==> config.mk <==
export PLATFORM = sky130hd
export DESIGN_NAME = irq_vector_ctrl
export DESIGN_NICKNAME = d
export VERILOG_FILES = /design/src/rtl/irq_vec_pkg.sv /design/src/rtl/irq_base_reg.sv /design/src/rtl/irq_qualify.sv /design/src/rtl/irq_prio_pick.sv /design/src/rtl/irq_vector_ctrl.sv
export SDC_FILE = /design/constraint.sdc
export NUM_CORES = 1
export LEC_CHECK = 0
export ABC_CLOCK_PERIOD_IN_PS = 1600
export BUFFER_PORTS_ARGS = -buffer_cell sky130_fd_sc_hd__buf_2
export CAP_MARGIN = 40
export CORE_UTILIZATION = 35
export CTS_CLUSTER_SIZE = 30
export DETAILED_ROUTE_END_ITERATION = 16
export PLACE_DENSITY = 0.73
export SYNTH_ARGS = -nofsm -noshare
export SYNTH_HDL_FRONTEND = slang
export SYNTH_SLANG_ARGS = --single-unit
==> constraint.sdc <==
create_clock -name clk_i -period 1.6 [get_ports clk_i]
set_clock_uncertainty 0.2 [all_clocks]
set_input_delay 0.08 -clock clk_i [delete_from_list [all_inputs] [get_ports clk_i]]
set_output_delay 0.08 -clock clk_i [all_outputs]
set_load 0.02 [all_outputs]
==> src/rtl/irq_vec_pkg.sv <==
package irq_vec_pkg;
  localparam logic [7:0]  BASE_RST    = 8'hFF;
  localparam logic [7:0]  HI_FIXED    = 8'hFF;
  localparam logic [7:0]  LO_IRQ_BASE = 8'h80;
  localparam logic [7:0]  LO_XIRQ     = 8'hF4;
  localparam logic [7:0]  LO_SWI      = 8'hF6;
  localparam logic [7:0]  LO_TRAP     = 8'hF8;
  localparam logic [15:0] VEC_RST_VAL = 16'hFFFE;
  localparam int unsigned RST_CAUSES  = 3;
  localparam int unsigned MAX_IRQ     = 58;

  typedef struct packed {
    logic       valid;
    logic       fixed_hi;
    logic [7:0] lo;
  } pick_t;

  function automatic logic [7:0] irq_lo(int unsigned k);
    return LO_IRQ_BASE + 8'(2 * k);
  endfunction

  function automatic logic [7:0] rst_lo(logic [RST_CAUSES-1:0] c);
    if (c[2])      return 8'hFE;
    else if (c[1]) return 8'hFC;
    else           return 8'hFA;
  endfunction
endpackage

==> src/rtl/irq_base_reg.sv <==
module irq_base_reg
  import irq_vec_pkg::*;
(
  input  logic       clk_i,
  input  logic       rst_ni,
  input  logic       we_i,
  input  logic [7:0] wdata_i,
  output logic [7:0] q_o
);
  always_ff @(posedge clk_i or negedge rst_ni) begin
    if (!rst_ni)   q_o <= BASE_RST;
    else if (we_i) q_o <= wdata_i;
  end
endmodule

==> src/rtl/irq_qualify.sv <==
module irq_qualify
  import irq_vec_pkg::*;
#(
  parameter int unsigned N_IRQ = 16
) (
  input  logic [N_IRQ-1:0]      irq_req_i,
  input  logic [N_IRQ-1:0]      irq_en_i,
  input  logic                  swi_req_i,
  input  logic                  trap_req_i,
  input  logic                  xirq_req_i,
  input  logic                  i_mask_i,
  input  logic                  x_mask_i,
  input  logic [RST_CAUSES-1:0] rst_cause_i,
  output logic [N_IRQ-1:0]      irq_cand_o,
  output logic                  xirq_cand_o,
  output logic                  any_o
);
  logic nmi_block;

  // raw X request blocks I-maskable lines even when X bit masks it
  assign nmi_block   = swi_req_i | trap_req_i | xirq_req_i;
  assign irq_cand_o  = (!i_mask_i && !nmi_block) ? (irq_req_i & irq_en_i) : '0;
  assign xirq_cand_o = xirq_req_i & ~x_mask_i;
  assign any_o       = (|rst_cause_i) | trap_req_i | swi_req_i | xirq_cand_o | (|irq_cand_o);
endmodule

==> src/rtl/irq_prio_pick.sv <==
module irq_prio_pick
  import irq_vec_pkg::*;
#(
  parameter int unsigned N_IRQ = 16
) (
  input  logic [N_IRQ-1:0]      irq_cand_i,
  input  logic                  swi_i,
  input  logic                  trap_i,
  input  logic                  xirq_cand_i,
  input  logic [RST_CAUSES-1:0] rst_cause_i,
  output pick_t                 pick_o
);
  logic [7:0] lo_tab [N_IRQ];

  for (genvar k = 0; k < N_IRQ; k++) begin : g_lo
    assign lo_tab[k] = irq_lo(k);
  end

  // later assignments carry higher addresses and override earlier ones
  always_comb begin
    pick_o = '0;
    for (int unsigned k = 0; k < N_IRQ; k++) begin
      if (irq_cand_i[k]) pick_o = '{valid: 1'b1, fixed_hi: 1'b0, lo: lo_tab[k]};
    end
    if (xirq_cand_i)      pick_o = '{valid: 1'b1, fixed_hi: 1'b0, lo: LO_XIRQ};
    if (swi_i)            pick_o = '{valid: 1'b1, fixed_hi: 1'b0, lo: LO_SWI};
    if (trap_i)           pick_o = '{valid: 1'b1, fixed_hi: 1'b0, lo: LO_TRAP};
    if (|rst_cause_i)     pick_o = '{valid: 1'b1, fixed_hi: 1'b1, lo: rst_lo(rst_cause_i)};
  end
endmodule

==> src/rtl/irq_vector_ctrl.sv <==
module irq_vector_ctrl
  import irq_vec_pkg::*;
#(
  parameter int unsigned N_IRQ = 16
) (
  input  logic                  clk_i,
  input  logic                  rst_ni,
  input  logic [N_IRQ-1:0]      irq_req_i,
  input  logic [N_IRQ-1:0]      irq_en_i,
  input  logic                  swi_req_i,
  input  logic                  trap_req_i,
  input  logic                  xirq_req_i,
  input  logic                  i_mask_i,
  input  logic                  x_mask_i,
  input  logic                  dbg_active_i,
  input  logic [2:0]            rst_cause_i,
  input  logic                  base_we_i,
  input  logic [7:0]            base_wdata_i,
  output logic [7:0]            base_rdata_o,
  input  logic                  vec_req_i,
  output logic                  pending_o,
  output logic [15:0]           vec_addr_o
);
  logic [N_IRQ-1:0] irq_cand;
  logic             xirq_cand;
  pick_t            pick;
  logic [7:0]       hi_byte;
  logic [7:0]       base_q;

  if (N_IRQ < 1 || N_IRQ > MAX_IRQ) begin : g_bad_n
    $error("N_IRQ out of range");
  end

  irq_base_reg u_base (
    .clk_i   (clk_i),
    .rst_ni  (rst_ni),
    .we_i    (base_we_i),
    .wdata_i (base_wdata_i),
    .q_o     (base_q)
  );

  irq_qualify #(.N_IRQ(N_IRQ)) u_qual (
    .irq_req_i   (irq_req_i),
    .irq_en_i    (irq_en_i),
    .swi_req_i   (swi_req_i),
    .trap_req_i  (trap_req_i),
    .xirq_req_i  (xirq_req_i),
    .i_mask_i    (i_mask_i),
    .x_mask_i    (x_mask_i),
    .rst_cause_i (rst_cause_i),
    .irq_cand_o  (irq_cand),
    .xirq_cand_o (xirq_cand),
    .any_o       (pending_o)
  );

  irq_prio_pick #(.N_IRQ(N_IRQ)) u_pick (
    .irq_cand_i  (irq_cand),
    .swi_i       (swi_req_i),
    .trap_i      (trap_req_i),
    .xirq_cand_i (xirq_cand),
    .rst_cause_i (rst_cause_i),
    .pick_o      (pick)
  );

  assign hi_byte      = (pick.fixed_hi || dbg_active_i) ? HI_FIXED : base_q;
  assign base_rdata_o = base_q;

  always_ff @(posedge clk_i or negedge rst_ni) begin
    if (!rst_ni)                      vec_addr_o <= VEC_RST_VAL;
    else if (vec_req_i && pick.valid) vec_addr_o <= {hi_byte, pick.lo};
  end
endmodule

==> After elaboration in Yosys (flattened, before gate mapping) <==
Cells that the tools add are included.
{ "totals": {"regBits": 24, "input_bits": 53} }
{ "classes": {"bitwise_logic": 9, "reduce_logical": 7, "n_mux": 24} }
{ "ops": {"columns": ["op", "count"], "rows": [
  ["$mux 10", 20],
  ["$and 16x16->16", 1],
  ["$mux 16", 1],
  ["$mux 8", 2],
  ["$reduce_or 16->1", 1],
  ["$or 1x1->1", 6],
  ["$mux 3", 1],
  ["$reduce_or 3->1", 1],
  ["$logic_and 1x1->1", 2],
  ["$logic_not 1->1", 2],
  ["$and 1x1->1", 1],
  ["$logic_or 1x1->1", 1],
  ["$not 1->1", 1]
]} }

==> Logic depth before layout (Yosys ltp) <==
Gate-level depths: netlist of the first run.
{ "logic_depth": {"word_depth": 27, "ltp_mapped": 7, "depth_no_buf": 6} }

==> Modules after synthesis <==
From an unflattened synthesis of the first run, not the netlist that was laid out.
{ "unflattened": {"cells_unflattened": 146, "area_unflattened_um2": 1455.1} }
{ "by_module_without_submodules": {"columns": ["module", "n_inst", "cells_each", "area_each_um2"], "rows": [
  ["irq_vector_ctrl", 1, 37, 636.9],
  ["irq_base_reg", 1, 17, 341.6],
  ["irq_prio_pick", 1, 46, 267.8],
  ["irq_qualify", 1, 46, 209.0]
]} }

==> Worst setup path before layout of the first run <==
OpenSTA, ideal clock, no wires.
{ "synth_path": {"kind": "input to register", "start": "in swi_req_i", "end": "reg vec_addr_o[8]", "setup_ns": 0.091, "path_stages": 7, "setup_slack_ns": -0.023, "t_arrival_ns": 1.332, "path_buffers": 1, "cell_sequence": "or4_4 a31o_1 nand4_2 o31ai_4 buf_6 nand2_2 o21ai_1"} }
{ "synth_via": {"elab_chain_len": 26, "elab_cells_between_ends": 28, "classes_between": "22 x mux; 2 x bitwise; 4 x reduce/logical"} }
{ "synth_lines": {"columns": ["item", "line", "source"], "rows": [
  ["from (decl)", "irq_vector_ctrl.sv:10", "input logic swi_req_i,"],
  ["$or 1x1->1 (2 in a row)", "irq_qualify.sv:21", "assign nmi_block = swi_req_i | trap_req_i | xirq_req_i;"],
  ["$logic_not 1->1", "irq_qualify.sv:22", "assign irq_cand_o = (!i_mask_i && !nmi_block) ? (irq_req_i & irq_en_i) : '0;"],
  ["$logic_and 1x1->1", "irq_qualify.sv:22", null],
  ["$mux 16", "irq_qualify.sv:22", null],
  ["$mux 10 (15 in a row)", "irq_prio_pick.sv:23", "if (irq_cand_i[k]) pick_o = '{valid: 1'b1, fixed_hi: 1'b0, lo: lo_tab[k]};"],
  ["$mux 10, on equally long branches", "irq_prio_pick.sv:25, irq_prio_pick.sv:23", null],
  ["$mux 10 *", "irq_prio_pick.sv:26", "if (swi_i) pick_o = '{valid: 1'b1, fixed_hi: 1'b0, lo: LO_SWI};"],
  ["$mux 10 *", "irq_prio_pick.sv:27", "if (trap_i) pick_o = '{valid: 1'b1, fixed_hi: 1'b0, lo: LO_TRAP};"],
  ["$mux 10 *", "irq_prio_pick.sv:28", "if (|rst_cause_i) pick_o = '{valid: 1'b1, fixed_hi: 1'b1, lo: rst_lo(rst_cause_i)};"],
  ["$logic_or 1x1->1 / $mux 10 (equally long branches)", "irq_vector_ctrl.sv:65, irq_prio_pick.sv:28", null],
  ["$mux 8 / $logic_and 1x1->1 (equally long branches)", "irq_vector_ctrl.sv:65, irq_vector_ctrl.sv:70", null],
  ["to (signal assigned)", "irq_vector_ctrl.sv:70", "else if (vec_req_i && pick.valid) vec_addr_o <= {hi_byte, pick.lo};"],
  ["to (decl)", "irq_vector_ctrl.sv:22", "output logic [15:0] vec_addr_o"]
]} }
Mark *: on every way between the ends. The rest lies on a longest branch, timed or not.
A chain may end at the register's enable or synchronous reset.

==> Worst setup path after layout of the first run <==
{ "layout_path": {"start": "in trap_req_i", "end": "out pending_o"} }
{ "layout_via": {"elab_chain_len": 7, "elab_cells_between_ends": 10, "classes_between": "1 x mux; 6 x bitwise; 3 x reduce/logical"} }
{ "layout_lines": {"columns": ["item", "line", "source"], "rows": [
  ["from (decl)", "irq_vector_ctrl.sv:11", "input logic trap_req_i,"],
  ["$or 1x1->1 (2 in a row)", "irq_qualify.sv:21", null],
  ["$logic_not 1->1", "irq_qualify.sv:22", null],
  ["$logic_and 1x1->1", "irq_qualify.sv:22", null],
  ["$mux 16", "irq_qualify.sv:22", null],
  ["$reduce_or 16->1", "irq_qualify.sv:24", "assign any_o = (|rst_cause_i) | trap_req_i | swi_req_i | xirq_cand_o | (|irq_cand_o);"],
  ["$or 1x1->1 *", "irq_qualify.sv:24", null],
  ["to (decl)", "irq_vector_ctrl.sv:21", "output logic pending_o,"]
]} }
Marks and branches as above.

==> qor.txt, run 1 <==
post-layout net count - 308
Leak - 1.12 nW
Worst Hold Class - in2reg
Syn Area/Cell - 10.2 µm²
Hold Path Origin - trap_req_i
P&R area growth vs syn - 94.5%
final worst path period share - 1.04
TritonCTS buffer count - 3
Worst Path Buf+Inv - 3
VDD IR max - 0.390 mV
sequential cell area fraction in the yosys report - 0.456
CTS Sinks - 22
total power - 1.66 mW
Mapped Area - 1270 µm²
Slew Viols, Final - 0
Ports - 78
final antenna-violating net count - 0
CP Cell Sequence - buf_8, or4_4, a31o_4, nand4_4, buf_6, or3_4, buf_6
crit path kind - in2out
setup_tns - -0.176 ns
largest area contributor in the netlist - dfstp_2
Setup crit start - trap_req_i
FMAX - 0.602 GHz
Critical Path Start Type - input port
initial antenna violation count - 0
failing checks - setup timing
Longest Clk Path Bufs - 2
min Tclk post-route - 1.66 ns
CP Max Fanout - 4
CP max-delay cell - or4_4
routed wire length - 4100 µm
R2R Path Start - u_base.q_o[7]
Finish-stage setup viols - 7
R2R setup slack - 0.08 ns
port bufs - 76
final setup margin - -0.0600 ns
worst hold margin - 0.0319 ns
core area - 3390 µm²
synth warn - 0
Starting Density - 0.374
TritonRoute pass-1 iters - 5
n_diodes - 0
Cells after Synth - 124
share of layout cells above drive strength 1 - 0.728
FF-to-FF path depth - 2
insertion delay to the later sink of the worst-skew pair - 0.31 ns
Final Hold Vio Count - 0
Congestion Overflow GR - 0
Hold Path Sink - vec_addr_o[1]
Syn Nets - 177
worst path required time - 1.32 ns
cell family with most CP delay - simple AND/OR/NAND/NOR gates
share of the synthesized area in the top cell type - 0.456
CP Capture Type - output pin
row count - 21
CTS HTree Levels - 1
total number of vias - 1493
PD cells - 672 nW/µm²
vias per cell - 4.98
register bit total from synthesis - 22
CP peak stage delay - 0.55 ns
Total Routing Usage GR - 0.195
Die Span X - 62.2 µm
DRC viols - 0
status - finished with violations
HPWL after DPL - 2550 µm
maxcap violations - 0
Critical R2R Capture - u_base.q_o[7]
largest net degree at the start of global routing - 23
Distinct cells, synth - 38
ranking of synthesized cells by area - dfstp_2 (46%), mux2_2 (7.1%), nand2_1 (5.9%)
GP Congestion - 0.798
Hold Path Depth - 5
unrepaired setup endpoints after global routing - yes
Root Buffer - clkbuf_4
die area - 3870 µm²
die span in y - 62.2 µm
Arr. time, crit path - 1.38 ns
vias in the first global route - 1429
TritonCTS clock tree - built
most used cell, CP - buf_6
first-pass GRT wire length - 6130 µm
Worst-path clk slew - 0.13 ns
Routed WL per cell - 13.7 µm
DR iter-0 viols - 50
[cell type report]
| class | count | area (µm²) |
|---|---|---|
| well taps | 46 | 57.6 |
| clock buffers | 3 | 22.5 |
| flip-flops and latches | 22 | 578 |
| multi-input cells | 94 | 808 |
| inverters | 2 | 7.51 |
| repair buffers | 132 | 961 |
| clock inverters | 1 | 30.0 |
| fillers | 220 | 925 |
[routing by layer]
metal	track usage	share of wire	vias up
met4	0.0698	0.019	0
met3	0.0165	0.049	8
met5	0	0	-
met2	0.371	0.56	61
met1	0.225	0.37	710
li1	-	-	714
[repair_timing]
action                                  in CTS  in global routing
hold buffers                                21                  0
gates resized for setup                     10                 36
hold endpoints to repair                    38                  0
pin swaps                                    4                 26
gates cloned                                 0                  2
endpoints found under the setup margin       1                 15
setup buffers                                7                  6
[power by group]
group / internal [mW] / switching (mW)
combinational: 0.280 / 0.267
clock: 0.253 / 0.168
sequential: 0.645 / 0.0428
[synth_stat cells, drive strengths merged]
library cell  instances
o31ai                 1
o221ai                1
a32oi                 2
nand4                 1
a21o                  2
or3                   1
nor2b                 1
a211oi                1
nand2b                1
mux2                  8
inv                   2
nor4                  2
o21ai                13
dfstp                22
a21oi                 6
a31o                  1
a22o                  2
conb                  1
nor2                  8
o2111ai               1
a22oi                 6
a31oi                 3
clkbuf                2
buf                   4
nand3                 2
nand2                25
o22ai                 1
or4                   3
nor3b                 1
[stage by stage]
stage          area [µm²]  cells  worst slack (ns)  utilization
2_1_floorplan        1270    124           -0.0230            -
3_3_place_gp         1840    261            -0.187        0.543
3_5_place_dp         1840    261            -0.234        0.543
4_1_cts              2200    293           -0.0801        0.650
5_1_grt              2460    300           -0.0895        0.727
6_report             2460    300           -0.0600        0.727
[worst register-to-register path, stage by stage, from the launching register on]
cell and delay, ns:
dfstp_2 0.57, mux2_2 0.15, dlygate4sd3_1 0.56
[how the worst max path moves through the flow]
stage	slack, ns	to	depth (start not counted)
after global routing	-0.09	pending_o	7
after detailed placement	-0.23	vec_addr_o[2]	7
after floorplan	-0.02	vec_addr_o[8]	7
after CTS	-0.08	pending_o	7
final	-0.06	pending_o	7
after global placement	-0.19	vec_addr_o[12]	7
[placed cells by master, fill, tap and decap left out, types with 2 or more instances in the layout]
master / n
a22o_4: 2
a32oi_1: 2
clkbuf_16: 2
a31oi_1: 2
inv_1: 2
dfstp_2: 22
a22oi_2: 2
buf_6: 8
buf_2: 72
nand2_1: 11
or4_1: 2
dlygate4sd3_1: 21
clkbuf_4: 3
buf_4: 26
a21oi_1: 4
nand2_2: 7
mux2_2: 8
buf_12: 2
a21o_1: 2
nand3_1: 2
nor4_4: 2
o21ai_2: 11
nor2_1: 8
nand2_4: 7
a22oi_1: 4
[state kept, by name, indices dropped and copies added (netlist names)]
| register | cells |
|---|---|
| u_base.q_o | 8 |
| vec_addr_o | 14 |
[cells by family after synthesis]
| group | after synthesis | share of synthesized area |
|---|---|---|
| multiplexers | 8 | 0.0711 |
| AO/OA/AOI/OAI | 40 | 0.246 |
| buffers and inverters | 8 | 0.0424 |
| other | 1 | 0.00296 |
| flip-flops | 22 | 0.456 |
| AND/OR/NAND/NOR | 45 | 0.182 |
Power figures use the tool's default switching activity.
==> run 2, diff against run 1 <==
- ABC_AREA: not set -> 1
- PLACE_DENSITY: 0.73 -> 0.71
==> run 2 against run 1 <==
Final area fell by 11%. Critical path depth shrank 3. Sequential share of layout area rose by 2.8 points. Global-route usage fell by 3.7 points. Worst setup slack improved by 0.092 ns. The flow finishes with violations (hold timing).
==> qor.txt, run 2 <==
status - finished with violations
failing checks - hold timing
Cells after Synth - 148 (+19%)
biggest regs - vec_addr_o: 14 flops, u_base.q_o: 8 flops
port bufs - 76 (unchanged)
crit path kind - in2reg
first-pass GRT wire length - 5400 µm (-12%)
initial antenna violation count - 0 (unchanged)
post-CTS setup buffer count - 0 (-7)
total number of vias - 1300 (-13%)
vias in the first global route - 1256 (-12%)
Longest Clk Path Bufs - 2 (unchanged)
vias per cell - 4.30 (-14%)
TritonRoute pass-1 iters - 4 (-1)
Worst-path clk slew - 0.08 ns (-0.05 ns)
Hold Path Origin - rst_cause_i[2]
Mapped Area - 1450 µm² (+15%)
placed inst area - 1960 µm² (+6.6%)
Ports - 78 (unchanged)
n_diodes - 0 (unchanged)
R2R Path Start - u_base.q_o[4]
row count - 23 (+9.5%)
Slew Viols, Final - 0 (unchanged)
Distinct cells, synth - 29 (-24%)
Critical Path Start Type - input port
sequential cell area fraction in the yosys report - 0.398 (-0.0578)
largest reg by FF count - vec_addr_o
VDD IR max - 0.544 mV (+39%)
worst path required time - 1.59 ns (+0.27 ns)
share of the synthesized area in the top cell type - 0.398 (-0.0578)
HPWL after DPL - 2400 µm (-5.9%)
Largest register FFs - 14 (unchanged)
DR iter-0 viols - 18 (-64%)
TritonCTS clock tree - built
Syn Area/Cell - 9.81 µm² (-4.1%)
Leak - 1.09 nW (-2.5%)
final setup margin - 0.0320 ns (+0.0920 ns)
Congestion Overflow GR - 0 (unchanged)
EDFF count, synth - 0 (unchanged)
Routed WL per cell - 10.8 µm (-21%)
P&R area growth vs syn - 51.6%
Root Buffer - clkbuf_8
Final Cell Area - 2200 µm² (-11%)
Syn Nets - 201 (+14%)
core area - 4000 µm² (+18%)
routed wire length - 3260 µm (-21%)
die span in y - 66.4 µm (+6.8%)
Top FF cell, synth - dfstp_2
Arr. time, crit path - 1.56 ns (+0.18 ns)
register bit total from synthesis - 22 (unchanged)
R2R setup slack - 0.09 ns (about the same)
Final Hold Vio Count - 2 (+2)
CP Max Fanout - 1 (-3)
utilization after layout - 0.550 (-0.177)
PD cells - 735 nW/µm² (+9.5%)
GP Congestion - 0.728 (-8.8%)
Worst Hold Class - in2reg
worst hold margin - -0.0304 ns (-0.0623 ns)
setup_tns - 0 ns (+0.176 ns)
final worst path period share - 0.980 (-0.0575)
commonest non-fill, non-tap cell in the layout - buf_2
CTS HTree Levels - 1 (unchanged)
worst slack, placed - -0.0852 ns (+0.149 ns)
CP Capture Type - flip-flop
top-count cell post-synth - nand2_1
CTS Sinks - 22 (unchanged)
total power - 1.62 mW (-2.3%)
Starting Density - 0.363 (-0.0111)
DRC viols - 0 (unchanged)
Finish-stage setup viols - 0 (-7)
Critical R2R Capture - u_base.q_o[4]
FMAX - 0.638 GHz (+5.9%)
largest net degree at the start of global routing - 23 (unchanged)
Post-synth top cells - nand2_1 (27), dfstp_2 (22), nand2_4 (12)
min Tclk post-route - 1.57 ns (-0.0920 ns)
Hold Path Depth - 5 (unchanged)
share of layout cells above drive strength 1 - 0.675 (-0.0537)
ranking of synthesized cells by area - dfstp_2 (40%), nand2_4 (9.3%), nand2_1 (7.0%)
largest area contributor in the netlist - dfstp_2
synth warn - 0 (unchanged)
Total Routing Usage GR - 0.158 (-0.0366)
Hold Path Sink - vec_addr_o[1]
post-layout net count - 306 (-0.65%)
unrepaired setup endpoints after global routing - no
maxcap violations - 0 (unchanged)
Die Span X - 66.4 µm (+6.8%)
TritonCTS buffer count - 3 (unchanged)
insertion delay to the later sink of the worst-skew pair - 0.27 ns (-0.04 ns)
final antenna-violating net count - 0 (unchanged)
die area - 4410 µm² (+14%)
Placed Cells - 282 (+8.0%)
FF-to-FF path depth - 2 (unchanged)
Post-synth ARST share - 1.00 (unchanged)
non-filler cells, final - 302 (+0.67%)
commonest non-fill, non-tap cells in the layout - buf_2 (76), nand2_1 (27), dfstp_2 (22), dlygate4sd3_1 (16), nand2_4 (12)
[run 2: worst max-delay path, cell delays in order]
cell and delay [ns]:
dlygate4sd3_1 0.54, buf_2 0.12, mux2_2 0.25, dlygate4sd3_1 0.57
[run 2: kinds of logic (layout without fill, tap and decap cells)]
group,count (synthesis),in the layout,share of synthesized area
buf+inv,17,121,0.0750
simple gates,80,80,0.365
compound gates,20,20,0.0974
mux,8,8,0.0621
flops,22,22,0.398
other cells,1,1,0.00258
[run 2: how the worst max path moves through the flow]
stage,from,end
after global routing,xirq_req_i,vec_addr_o[1]
after floorplan,xirq_req_i,vec_addr_o[6]
final,base_wdata_i[4],u_base.q_o[4]
after global placement,swi_req_i,vec_addr_o[2]
after detailed placement,swi_req_i,vec_addr_o[8]
after CTS,rst_cause_i[0],vec_addr_o[1]
[run 2: report_power, final]
group          switching, mW  internal, mW  total, mW
combinational          0.217         0.201      0.418
sequential            0.0418         0.642      0.684
clock                  0.181         0.334      0.516
[run 2: what timing repair did]
action / CTS / global route
hold buffers: 17 / 0
endpoints found under the hold margin: 35 / 0
gates resized for setup: 0 / 1
endpoints found under the setup margin: 0 / 2
[run 2: layer usage]
metal  global-route usage  vias up  share of wire
met5                    0        -              0
met4               0.0479        0          0.013
met3               0.0155        5          0.033
met2                0.284       38           0.51
met1                0.197      565           0.44
li1                     -      692              -
[run 2: final cells by class]
cell class / count / area (µm²)
fillers: 364 / 1800
multi-input cells: 109 / 769
repair buffers: 105 / 663
flip-flops and latches: 22 / 578
well taps: 50 / 62.6
inverters: 12 / 55.1
clock buffers: 3 / 41.3
clock inverters: 1 / 30.0
==> run 3, diff against run 2 <==
- CELL_PAD_IN_SITES_DETAIL_PLACEMENT: not set -> 1
- CELL_PAD_IN_SITES_GLOBAL_PLACEMENT: not set -> 1
- CORE_UTILIZATION: 35 -> 32
- PLACE_DENSITY: 0.71 -> 0.86
==> run 3 against run 2 <==
The flow now finishes without violations. Die area grew 9.1%. Worst setup slack gained 0.032 ns. First-iteration DRC count shrank 28%. Clock power shrank 23%. Sequential power is essentially flat. Sequential share of layout area grew 0.41 points. Final area shrank 1.5%. Register-to-register slack gained 0.49 ns. Maximum frequency grew 2.1%. Combinational power is essentially flat. Critical path depth grew 7. Critical endpoint is now pending_o. Largest cell class unchanged. Largest power group unchanged.
==> qor.txt, run 3 (synthesis results as in run 2) <==
FMAX - 0.651 GHz (+2.1%)
CP Capture Type - output pin
GP Congestion - 0.697 (-4.2%)
Slew Viols, Final - 0 (unchanged)
Combinational Power Share - 0.280 (+0.021)
CTS Sinks - 22 (unchanged)
initial antenna violation count - 0 (unchanged)
P&R area growth vs syn - 49.2%
total power - 1.50 mW (-7.0%)
biggest regs - vec_addr_o: 14 flops, u_base.q_o: 8 flops
clock power share - 0.264 (-0.055)
insertion delay to the later sink of the worst-skew pair - 0.26 ns (about the same)
HPWL after DPL - 3310 µm (+38%)
DR iter-0 viols - 13 (-5)
share of layout cells above drive strength 1 - 0.688 (+0.0134)
Psw - 0.451 mW (+2.5%)
TritonRoute pass-1 iters - 3 (-1)
commonest non-fill, non-tap cells in the layout - buf_2 (76), nand2_1 (27), dfstp_2 (22), buf_4 (13)
Starting Density - 0.333 (-0.0295)
utilization after layout - 0.497 (-0.0525)
internal power - 1.05 mW (-11%)
Die Span X - 69.3 µm (+4.4%)
final antenna-violating net count - 0 (unchanged)
post-layout net count - 304 (-0.65%)
sequential share of power - 0.456 (+0.033)
core area - 4350 µm² (+8.9%)
Finish-stage setup viols - 0 (unchanged)
min Tclk post-route - 1.54 ns (-0.0318 ns)
Worst Hold Class - in2reg
worst path required time - 1.32 ns (-0.27 ns)
PD cells - 694 nW/µm² (-5.6%)
vias per cell - 4.65 (+8.1%)
Final Hold Vio Count - 0 (-2)
total number of vias - 1405 (+8.1%)
post-CTS setup buffer count - 0 (unchanged)
Arr. time, crit path - 1.26 ns (-0.30 ns)
CTS HTree Levels - 1 (unchanged)
status - completed
VDD IR max - 0.677 mV (+24%)
unrepaired setup endpoints after global routing - no
TritonCTS buffer count - 3 (unchanged)
DRC viols - 0 (unchanged)
final worst path period share - 0.960 (-0.0199)
port bufs - 76 (unchanged)
TritonCTS clock tree - built
die span in y - 69.3 µm (+4.4%)
Ports - 78 (unchanged)
crit path kind - in2out
largest reg by FF count - vec_addr_o
routed wire length - 4410 µm (+35%)
Congestion Overflow GR - 0 (unchanged)
Root Buffer - clkbuf_8
Longest Clk Path Bufs - 2 (unchanged)
maxcap violations - 0 (unchanged)
Leak - 1.08 nW (-1.3%)
first-pass GRT wire length - 7440 µm (+38%)
switching fraction of total power - 0.300 (+0.0277)
die area - 4810 µm² (+9.1%)
Total Routing Usage GR - 0.195 (+0.0372)
Critical Path Start Type - input port
Largest register FFs - 14 (unchanged)
commonest non-fill, non-tap cell in the layout - buf_2
n_diodes - 0 (unchanged)
largest net degree at the start of global routing - 23 (unchanged)
row count - 24 (+4.3%)
Worst-path clk slew - 0.07 ns (about the same)
Routed WL per cell - 14.6 µm (+35%)
vias in the first global route - 1631 (+30%)
CP Max Fanout - 10 (+9)
[run 3: changes by cell type in the layout (fill, tap and decap cells not counted)]
cell           delta
buf_4             +2
clkbuf_8          +1
bufinv_16         -1
nor2_2            -1
dlygate4sd3_1     -4
nor2_4            +1
[run 3: worst paths after layout]
path,depth (start not counted),slack (ns),end,from
setup / recovery,11,0.06,pending_o,xirq_req_i
hold / removal,2,0.02,u_base.q_o[7],base_we_i
setup reg to reg,2,0.58,vec_addr_o[13],u_base.q_o[5]
hold reg to reg,2,0.28,vec_addr_o[1],vec_addr_o[1]
max in group asynchronous,2,0.75,u_base.q_o[7],rst_ni
min in group asynchronous,2,0.41,vec_addr_o[11],rst_ni
[run 3: power groups by stage]
| stage | registers (mW) | logic (mW) | clock network, mW |
|---|---|---|---|
| finish | 0.686 | 0.420 | 0.397 |
| global route | 0.694 | 0.455 | 0.423 |
| CTS | 0.685 | 0.419 | 0.408 |
| detailed placement | 0.693 | 0.393 | 0 |
| global placement | 0.690 | 0.381 | 0 |
| floorplan | 0.752 | 0.158 | 0 |
[run 3: routing by layer]
layer  vias to the layer above  share of wire  routed length, µm  GRT usage
met3                        18          0.031                138     0.0291
met2                        45           0.56               2490      0.380
met1                       658           0.37               1620      0.202
met5                         -              0                  0          0
li1                        684              -                  -          -
met4                         0          0.039                170     0.0907
[run 3: per-stage QoR]
stage	hold WS, ns	setup WS (ns)	cell area (µm²)	TNS (ns)	instances
after floorplan	-0.268	0.124	1450	0	148
after global placement	0.113	-0.0625	1980	-0.317	286
after detailed placement	0.117	-0.154	1980	-1.59	286
after CTS	0.0161	0.0298	2160	0	302
after global routing	0.0326	0.0161	2170	0	302
final	0.0167	0.0638	2170	0	302
[run 3: what timing repair did]
item                                    in CTS  in global routing
hold buffers                                12                  0
hold endpoints to repair                    34                  0
endpoints found under the setup margin       0                  2
resized for setup                            0                  2
[run 3: final cells by class]
class | count | area (µm²)
well taps | 52 | 65.1
flip-flops and latches | 22 | 578
multi-input cells | 109 | 774
inverters | 12 | 55.1
fillers | 521 | 2190
repair buffers | 103 | 638
clock buffers | 4 | 55.1
[run 3: worst max-delay path: stages]
cell	delay [ns]
buf_2	0.13
nor2_4	0.13
nand2_4	0.10
inv_8	0.11
nand3_2	0.07
nand2_1	0.11
inv_1	0.09
nand3_2	0.11
nor2_4	0.06
nand2_4	0.09
buf_2	0.17
